`src/rtl/sm_irq_pkg.sv`:
```
package sm_irq_pkg;
  localparam int NCAUSE = 4;
  localparam int CODE_W = 3;

  // cause bit positions, shared by the enable and flag registers
  localparam int B_SPI_FULL = 0;
  localparam int B_SPI_ERR  = 1;
  localparam int B_I2C_DONE = 2;
  localparam int B_I2C_ERR  = 3;

  localparam logic [1:0] A_EN   = 2'd0;
  localparam logic [1:0] A_FLAG = 2'd1;
  localparam logic [1:0] A_STAT = 2'd2;

  localparam logic [CODE_W-1:0] CODE_RSVD = '1;

  typedef logic [NCAUSE-1:0] cause_vec_t;

  // a new byte over unread data, unless it is read out in the same cycle
  function automatic logic is_overrun(input logic load, input logic occ, input logic rd);
    return load & occ & ~rd;
  endfunction

  // causes that may request an interrupt in the given mode
  function automatic cause_vec_t mode_mask(input logic i2c);
    cause_vec_t m;
    m = '0;
    if (i2c) begin
      m[B_I2C_DONE] = 1'b1;
      m[B_I2C_ERR]  = 1'b1;
    end else begin
      m[B_SPI_FULL] = 1'b1;
      m[B_SPI_ERR]  = 1'b1;
    end
    return m;
  endfunction

  function automatic logic req_of(input cause_vec_t fl, input cause_vec_t en, input cause_vec_t mask);
    return |(fl & en & mask);
  endfunction
endpackage

```
`src/rtl/rx_occupancy.sv`:
```
module rx_occupancy (
  input  logic clk,
  input  logic rst_n,
  input  logic load,
  input  logic rd,
  output logic occ,
  output logic overrun
);
  import sm_irq_pkg::*;

  assign overrun = is_overrun(load, occ, rd);

  always_ff @(posedge clk or negedge rst_n) begin
    if (!rst_n)    occ <= 1'b0;
    else if (load) occ <= 1'b1;
    else if (rd)   occ <= 1'b0;
  end

  // a read without a load empties the buffer
  p_read_empties_r4: assert property (@(posedge clk) disable iff (!rst_n)
    (rd && !load) |=> !occ);
  // an overrun leaves fresh data in the buffer
  p_overrun_fills_r3: assert property (@(posedge clk) disable iff (!rst_n)
    overrun |=> occ);
endmodule

```
`src/rtl/flag_bank.sv`:
```
module flag_bank #(
  parameter int N = 4
) (
  input  logic         clk,
  input  logic         rst_n,
  input  logic [N-1:0] set,
  input  logic [N-1:0] clr,
  output logic [N-1:0] q
);
  for (genvar i = 0; i < N; i++) begin : g_cell
    always_ff @(posedge clk or negedge rst_n) begin
      if (!rst_n)      q[i] <= 1'b0;
      else if (set[i]) q[i] <= 1'b1;
      else if (clr[i]) q[i] <= 1'b0;
    end

    // set beats a clear in the same cycle
    p_set_wins_r8: assert property (@(posedge clk) disable iff (!rst_n)
      set[i] |=> q[i]);
    // a clear alone empties the flag
    p_clear_r8: assert property (@(posedge clk) disable iff (!rst_n)
      (clr[i] && !set[i]) |=> !q[i]);
    // without a set or clear the flag holds
    p_hold_r8: assert property (@(posedge clk) disable iff (!rst_n)
      (!clr[i] && !set[i]) |=> $stable(q[i]));
  end
endmodule

```
`src/rtl/status_reg.sv`:
```
module status_reg #(
  parameter int W = 3
) (
  input  logic         clk,
  input  logic         rst_n,
  input  logic         ev,
  input  logic [W-1:0] ev_code,
  input  logic         wr,
  input  logic [W-1:0] wdata,
  output logic [W-1:0] q
);
  localparam logic [W-1:0] RSVD = '1;

  logic ev_valid;
  assign ev_valid = ev && (ev_code != RSVD);

  always_ff @(posedge clk or negedge rst_n) begin
    if (!rst_n)        q <= '0;
    else if (ev_valid) q <= ev_code;
    else if (wr)       q <= wdata;
  end

  // a valid event code lands, ahead of any write
  p_code_load_r5: assert property (@(posedge clk) disable iff (!rst_n)
    ev_valid |=> (q == $past(ev_code)));
  // a reserved event code alone leaves the status untouched
  p_no_rsvd_from_event_r6: assert property (@(posedge clk) disable iff (!rst_n)
    (ev && !ev_valid && !wr) |=> $stable(q));
endmodule

```
`src/rtl/sm_irq_unit.sv`:
```
module sm_irq_unit #(
  parameter int CODE_W = sm_irq_pkg::CODE_W,
  parameter int ADDR_W = 2,
  parameter int REG_W  = 8
) (
  input  logic              clk,
  input  logic              rst_n,
  input  logic              mode_i2c,
  input  logic              rx_load,
  input  logic              rx_read,
  input  logic              op_done,
  input  logic [CODE_W-1:0] op_code,
  input  logic              reg_wr,
  input  logic [ADDR_W-1:0] reg_addr,
  input  logic [REG_W-1:0]  reg_wdata,
  output logic [REG_W-1:0]  reg_rdata,
  output logic              irq
);
  import sm_irq_pkg::*;

  localparam int NC = NCAUSE;

  cause_vec_t        en_q, flag_q, flag_set, flag_clr;
  logic [CODE_W-1:0] stat_q;
  logic              occ, overrun, stat_ev;
  logic              wr_en, wr_flag, wr_stat;
  logic              unused_wr_hi;

  assign unused_wr_hi = ^reg_wdata[REG_W-1:NC];

  assign wr_en   = reg_wr && (reg_addr == ADDR_W'(A_EN));
  assign wr_flag = reg_wr && (reg_addr == ADDR_W'(A_FLAG));
  assign wr_stat = reg_wr && (reg_addr == ADDR_W'(A_STAT));

  rx_occupancy u_occ (
    .clk     (clk),
    .rst_n   (rst_n),
    .load    (rx_load),
    .rd      (rx_read),
    .occ     (occ),
    .overrun (overrun)
  );

  // named per-cause events
  always_comb begin
    flag_set             = '0;
    flag_set[B_SPI_FULL] = rx_load & ~mode_i2c;
    flag_set[B_SPI_ERR]  = overrun & ~mode_i2c;
    flag_set[B_I2C_DONE] = op_done &  mode_i2c;
    flag_set[B_I2C_ERR]  = overrun &  mode_i2c;
  end
  assign flag_clr = wr_flag ? reg_wdata[NC-1:0] : '0;
  assign stat_ev  = op_done & mode_i2c;

  flag_bank #(.N(NC)) u_flags (
    .clk   (clk),
    .rst_n (rst_n),
    .set   (flag_set),
    .clr   (flag_clr),
    .q     (flag_q)
  );

  status_reg #(.W(CODE_W)) u_stat (
    .clk     (clk),
    .rst_n   (rst_n),
    .ev      (stat_ev),
    .ev_code (op_code),
    .wr      (wr_stat),
    .wdata   (reg_wdata[CODE_W-1:0]),
    .q       (stat_q)
  );

  always_ff @(posedge clk or negedge rst_n) begin
    if (!rst_n)     en_q <= '0;
    else if (wr_en) en_q <= reg_wdata[NC-1:0];
  end

  assign irq = req_of(flag_q, en_q, mode_mask(mode_i2c));

  always_comb begin
    case (reg_addr)
      ADDR_W'(A_EN):   reg_rdata = REG_W'(en_q);
      ADDR_W'(A_FLAG): reg_rdata = REG_W'(flag_q);
      ADDR_W'(A_STAT): reg_rdata = REG_W'(stat_q);
      default:         reg_rdata = '0;
    endcase
  end

  // a request always has an enabled flag behind it
  p_irq_needs_en_r7: assert property (@(posedge clk) disable iff (!rst_n)
    irq |-> |(en_q & flag_q));
  // SPI load raises the buffer-full flag
  p_spi_full_r2: assert property (@(posedge clk) disable iff (!rst_n)
    (rx_load && !mode_i2c) |=> flag_q[B_SPI_FULL]);
  // an op_done outside I2C mode leaves the status alone
  p_spi_keeps_stat_r10: assert property (@(posedge clk) disable iff (!rst_n)
    (op_done && !mode_i2c && !wr_stat) |=> $stable(stat_q));
endmodule

```
`config.mk`:
```
export PLATFORM = sky130hd
export DESIGN_NAME = sm_irq_unit
export DESIGN_NICKNAME = d
export VERILOG_FILES = /design/src/rtl/sm_irq_pkg.sv /design/src/rtl/rx_occupancy.sv /design/src/rtl/flag_bank.sv /design/src/rtl/status_reg.sv /design/src/rtl/sm_irq_unit.sv
export SDC_FILE = /design/constraint.sdc
export NUM_CORES = 1
export LEC_CHECK = 0
export BUFFER_PORTS_ARGS = -buffer_cell sky130_fd_sc_hd__buf_2
export CELL_PAD_IN_SITES_DETAIL_PLACEMENT = 1
export CELL_PAD_IN_SITES_GLOBAL_PLACEMENT = 1
export CORE_AREA = 2 2 48 50
export CTS_BUF_LIST = sky130_fd_sc_hd__clkbuf_2
export DETAILED_ROUTE_END_ITERATION = 10
export DIE_AREA = 0 0 50 52
export PLACE_DENSITY = 0.89
export SETUP_SLACK_MARGIN = 0.4
export SYNTH_ARGS = -nofsm -noshare
export SYNTH_HDL_FRONTEND = slang
export SYNTH_HIERARCHICAL = 1
export SYNTH_SLANG_ARGS = --single-unit
```
`constraint.sdc`:
```
create_clock -name clk -period 1.4 [get_ports clk]
set_clock_uncertainty 0.2 [all_clocks]
set_input_delay 0.28 -clock clk [delete_from_list [all_inputs] [get_ports clk]]
set_output_delay 0.28 -clock clk [all_outputs]
set_load 0.01 [all_outputs]
```
# Word level (Yosys, flattened, before mapping)
# Cells that the tools add are included.
# totals
ff_bits	12
inputBits	20
output_inout_bits	9
wordCells	48
# op_classes
n_eq_ne	3
mux	16
bitwise	10
n_reduce_logical	12
# op_table
cell	count
4-bit case mux with 3 select lines	1
2-bit nonzero test	6
1-bit 2-to-1 mux	10
4-bit AND	2
1-bit AND	6
3-bit 2-to-1 mux	2
1-bit logical AND	4
2-bit 2-to-1 mux	2
4-bit 2-to-1 mux	1
4-bit OR reduction	1
3-bit != test, second input constant	1
2-bit by 1-bit equality test with 1-bit output, second input constant	1
2-bit equality test, second input constant	1
2-bit zero test	1
1-bit inverter	2

# Depth between registers and ports, before layout
# depth
word_depth	5
mapped_depth	5
mapped_depth_nobuf	4

# Hierarchy
# The synthesis kept the hierarchy.
# modules_own_cells
mod	n_inst	cells_per_inst	area_per_inst_um2	seq_area_each_um2
sm_irq_unit	1	36	374.1	100.1
status_reg	1	16	165.2	75.1
flag_bank	1	12	145.1	100.1
rx_occupancy	1	4	42.5	25.0

# Worst setup path after synthesis
# Ideal clock, no wire load.
# synth_timing
kind	input to register
from	input port reg_addr[1]
to	register en_q[0]
setup_time_ns	0.125
t_arrival_ns	0.978
required_time_ns	1.075
slack_ns	0.097
path_stages	3
n_path_buf	1
path_cell_list	buf_6 nor3b_4 mux2_2
# synth_between
elab_chain_cells	2
# synth_lines
item	line	source
from (decl)	sm_irq_unit.sv:14	input logic [ADDR_W-1:0] reg_addr,
2-bit zero test	sm_irq_unit.sv:31	assign wr_en = reg_wr && (reg_addr == ADDR_W'(A_EN));
1-bit logical AND	sm_irq_unit.sv:31	
to (signal assigned)	sm_irq_unit.sv:75	else if (wr_en) en_q <= reg_wdata[NC-1:0];
to (decl)	sm_irq_unit.sv:23	cause_vec_t en_q, flag_q, flag_set, flag_clr;
# No other way between the ends.
# A chain may end at the register's enable or synchronous reset.

# Worst setup path in the final report
# layout_timing
from	register u_flags.q[0]
to	output port irq
# layout_between
elab_chain_cells	3
# layout_lines
item	line	source
from (decl)	flag_bank.sv:8	output logic [N-1:0] q
from (signal, indexed assignment)	flag_bank.sv:12	if (!rst_n) q[i] <= 1'b0;
from (signal, indexed assignment)	flag_bank.sv:13	else if (set[i]) q[i] <= 1'b1;
from (signal, indexed assignment)	flag_bank.sv:14	else if (clr[i]) q[i] <= 1'b0;
4-bit AND (2 in series)	sm_irq_pkg.sv:39	return |(fl & en & mask);
4-bit OR reduction	sm_irq_pkg.sv:39	
to (decl)	sm_irq_unit.sv:17	output logic irq
# No other way between the ends.

==> impl_metrics.env <==
export IMPL_synthMostInstantiatedCell="dfrtp_1"
export IMPL_max_freq_mhz=618
export IMPL_comb_power_share=0.372
export IMPL_die_area_um2=2600
export IMPL_tritoncts="done"
export IMPL_synth_edf_count=0
export IMPL_clk_latency_ps=260
export IMPL_p_clk_frac=0.167
export IMPL_fin_util=0.534
export IMPL_setup_ws_ps=-219
export IMPL_synth_seq_cells=12
export IMPL_whs_ps=23.7
export IMPL_antenna_cells=0
export IMPL_dr_total_vias=669
export IMPL_internal_power_uw=680
export IMPL_fin_crit_ps=1620
export IMPL_numCtsBuffers=3
export IMPL_setup_worst_path_start="u_flags/q[0]"
export IMPL_via_per_inst=5.03
export IMPL_hold_end="u_occ/occ"
export IMPL_min_path_type="in2reg"
export IMPL_cts_sinks=12
export IMPL_cp_slowest_cell="dfrtp_1"
export IMPL_drive_gt1_frac=0.590
export IMPL_ir_drop_v=0.000532
export IMPL_drt_total_wl_um=2160
export IMPL_power_leakage_nw=0.536
export IMPL_overflow=0
export IMPL_critical_path_class="reg2out"
export IMPL_netlist_area_leader_share=0.413
export IMPL_finalNonFillerCells=133
export IMPL_fin_tns_setup_ps=-848
export IMPL_die_w_um=50
export IMPL_max_cap_viol_count=0
export IMPL_final_nets=127
export IMPL_crit_arrival_ps=1140
export IMPL_synth_seq_area_share=0.413
export IMPL_start_kind="flip-flop"
export IMPL_io_pins=29
export IMPL_synth_top_family_by_area="simple AND/OR/NAND/NOR gates"
export IMPL_p_sw_uw=318
export IMPL_setup_viol=5
export IMPL_grt_pass1_wl_um=3310
export IMPL_synthCells=68
export IMPL_use_met3=0.0575
export IMPL_hold_viol=0
export IMPL_synth_compound_area_frac=0.155
export IMPL_crit_path_end_kind="output pin"
export IMPL_synth_cell_types=22
export IMPL_die_h_um=52
export IMPL_drc=0
export IMPL_hp_start="rx_load"
export IMPL_netlist_top_cell_by_area="dfrtp_1"
export IMPL_grt_util_met2=0.333
export IMPL_drv_slew=0
export IMPL_core_um2=2110
export IMPL_outcome="complete, but fails checks"
export IMPL_gp_congestion=0.743
export IMPL_crit_path_max_incr_delay_ps=420
export IMPL_drtAntennaViolNets=0
export IMPL_grt_pass1_vias=724
export IMPL_hpwl_um=1460
export IMPL_synth_area_leaders="dfrtp_1 41%, mux2i_1 9.6%, mux2_2 6.2%"
export IMPL_fin_area_um2=1120
export IMPL_r2r_slack_ps=250
export IMPL_whs_path_depth=2
export IMPL_synth_xor_area_frac=0
export IMPL_required_ps=920
export IMPL_drtPass1Iterations=4
export IMPL_async_reset_ff_frac=1.00
export IMPL_port_buffers=20
export IMPL_finalPower_uw=998
export IMPL_cts_reportedPaths_clkPinSlew_ps=110
export IMPL_synth_adder_area_share=0
export IMPL_place_ws_ps=-102
export IMPL_synthMuxAreaShare=0.158
export IMPL_cp_cell_sequence="a221oi_2 > a21oi_1 > buf_2"
export IMPL_clockBufferDepth=2
export IMPL_antenna_found_initial=0
export IMPL_synthSimpleGateAreaFrac=0.186
export IMPL_rows=17
export IMPL_timing_final_crit_share=1.16
export IMPL_syn2layout_area_growth_pct=54.6
export IMPL_grt_max_degree=13
export IMPL_timing_rr_start="en_q[2]"
export IMPL_yosysWarnings=6
export IMPL_p_sw_frac=0.318
export IMPL_rr_worst_depth=2
export IMPL_dpl_cell_area_um2=918
export IMPL_cts_root_buf="clkbuf_2"
export IMPL_h_tree_depth=1
export IMPL_top_usage_layer="met2"
export IMPL_initial_core_util=0.345
export IMPL_violations="setup timing"
export IMPL_grt_util_met1=0.177
export IMPL_crit_path_max_fanout=2
export IMPL_drtIter0Drc=4
export IMPL_ys_top_cells_by_count="12 x dfrtp_1, 7 x mux2i_1, 6 x and3_1"
export IMPL_grt_use_total=0.177
export IMPL_syn_area_per_cell_um2=10.7
export IMPL_p_per_area_nw_per_um2=889
export IMPL_place_inst=120
export IMPL_synth_area_um2=727
export IMPL_rsz0062_at_grt="true"
export IMPL_wl_per_cell_um=16.2
export IMPL_seqPwrFrac=0.461
export IMPL_r2r_end="en_q[2]"
export IMPL_ys_flop_type="dfrtp_1"
layout by cell type (no fill, tap or decap), types with 3 or more instances in the layout:
cell and instances:
buf_2 16, dfrtp_1 12, buf_4 10, buf_6 7, mux2i_1 5, a21o_1 5
and3_4 4, nor2b_1 4, mux2_4 4, conb_1 4, clkbuf_2 3, inv_2 3
flip-flops by register name, indices dropped and copies added, names as in the netlist:
register,flops
u_stat/q,3
u_occ/occ,1
en_q,4
u_flags/q,4
cell type report:
cell class | count | area (µm²)
inverter | 5 | 18.8
fill | 237 | 982
clock buffer | 3 | 15.0
tap | 28 | 35.0
multi-input combinational | 49 | 475
timing repair buffer | 36 | 279
sequential | 12 | 300
metal layers:
layer,routed length (µm),share of wire
met1,857,0.40
met5,0,0
met2,1210,0.56
met4,11,0.0051
met3,77,0.036
critical path, delay by kind of cell, from the launching register on:
kind,cells,cell delay (ps)
AO/OA/AOI/OAI,2,320
flip-flops,1,420
buffers and inverters,1,140
cell families after synthesis:
| family | Yosys count |
|---|---|
| AOI/OAI and AO/OA | 15 |
| buffers and inverters | 10 |
| DFF | 12 |
| muxes | 11 |
| other | 1 |
| and+or+nand+nor | 19 |
worst max path at each step:
stage | to | slack, ps | cells past startpoint
after global placement | reg_rdata[2] | -50 | 4
after detailed placement | reg_rdata[2] | -100 | 4
after floorplan | en_q[0] | 100 | 3
after CTS | irq | -240 | 3
after global routing | irq | -300 | 3
final | irq | -220 | 3
power by group through the flow:
| stage | Combinational, mW | Sequential, mW | Clock, mW |
|---|---|---|---|
| after CTS | 0.324 | 0.450 | 0.173 |
| final | 0.371 | 0.460 | 0.167 |
| after detailed placement | 0.273 | 0.459 | 0 |
| after global placement | 0.259 | 0.452 | 0 |
| after global routing | 0.399 | 0.465 | 0.192 |
| after floorplan | 0.174 | 0.446 | 0 |
what timing repair did:
action,in CTS,in global routing
buffers inserted,3,6
setup endpoints to repair,16,16
pin swaps,2,4
hold endpoints to repair,12,0
hold buffers,1,0
gates resized for setup,23,10
No activity file was read; power rests on OpenSTA's default activity.
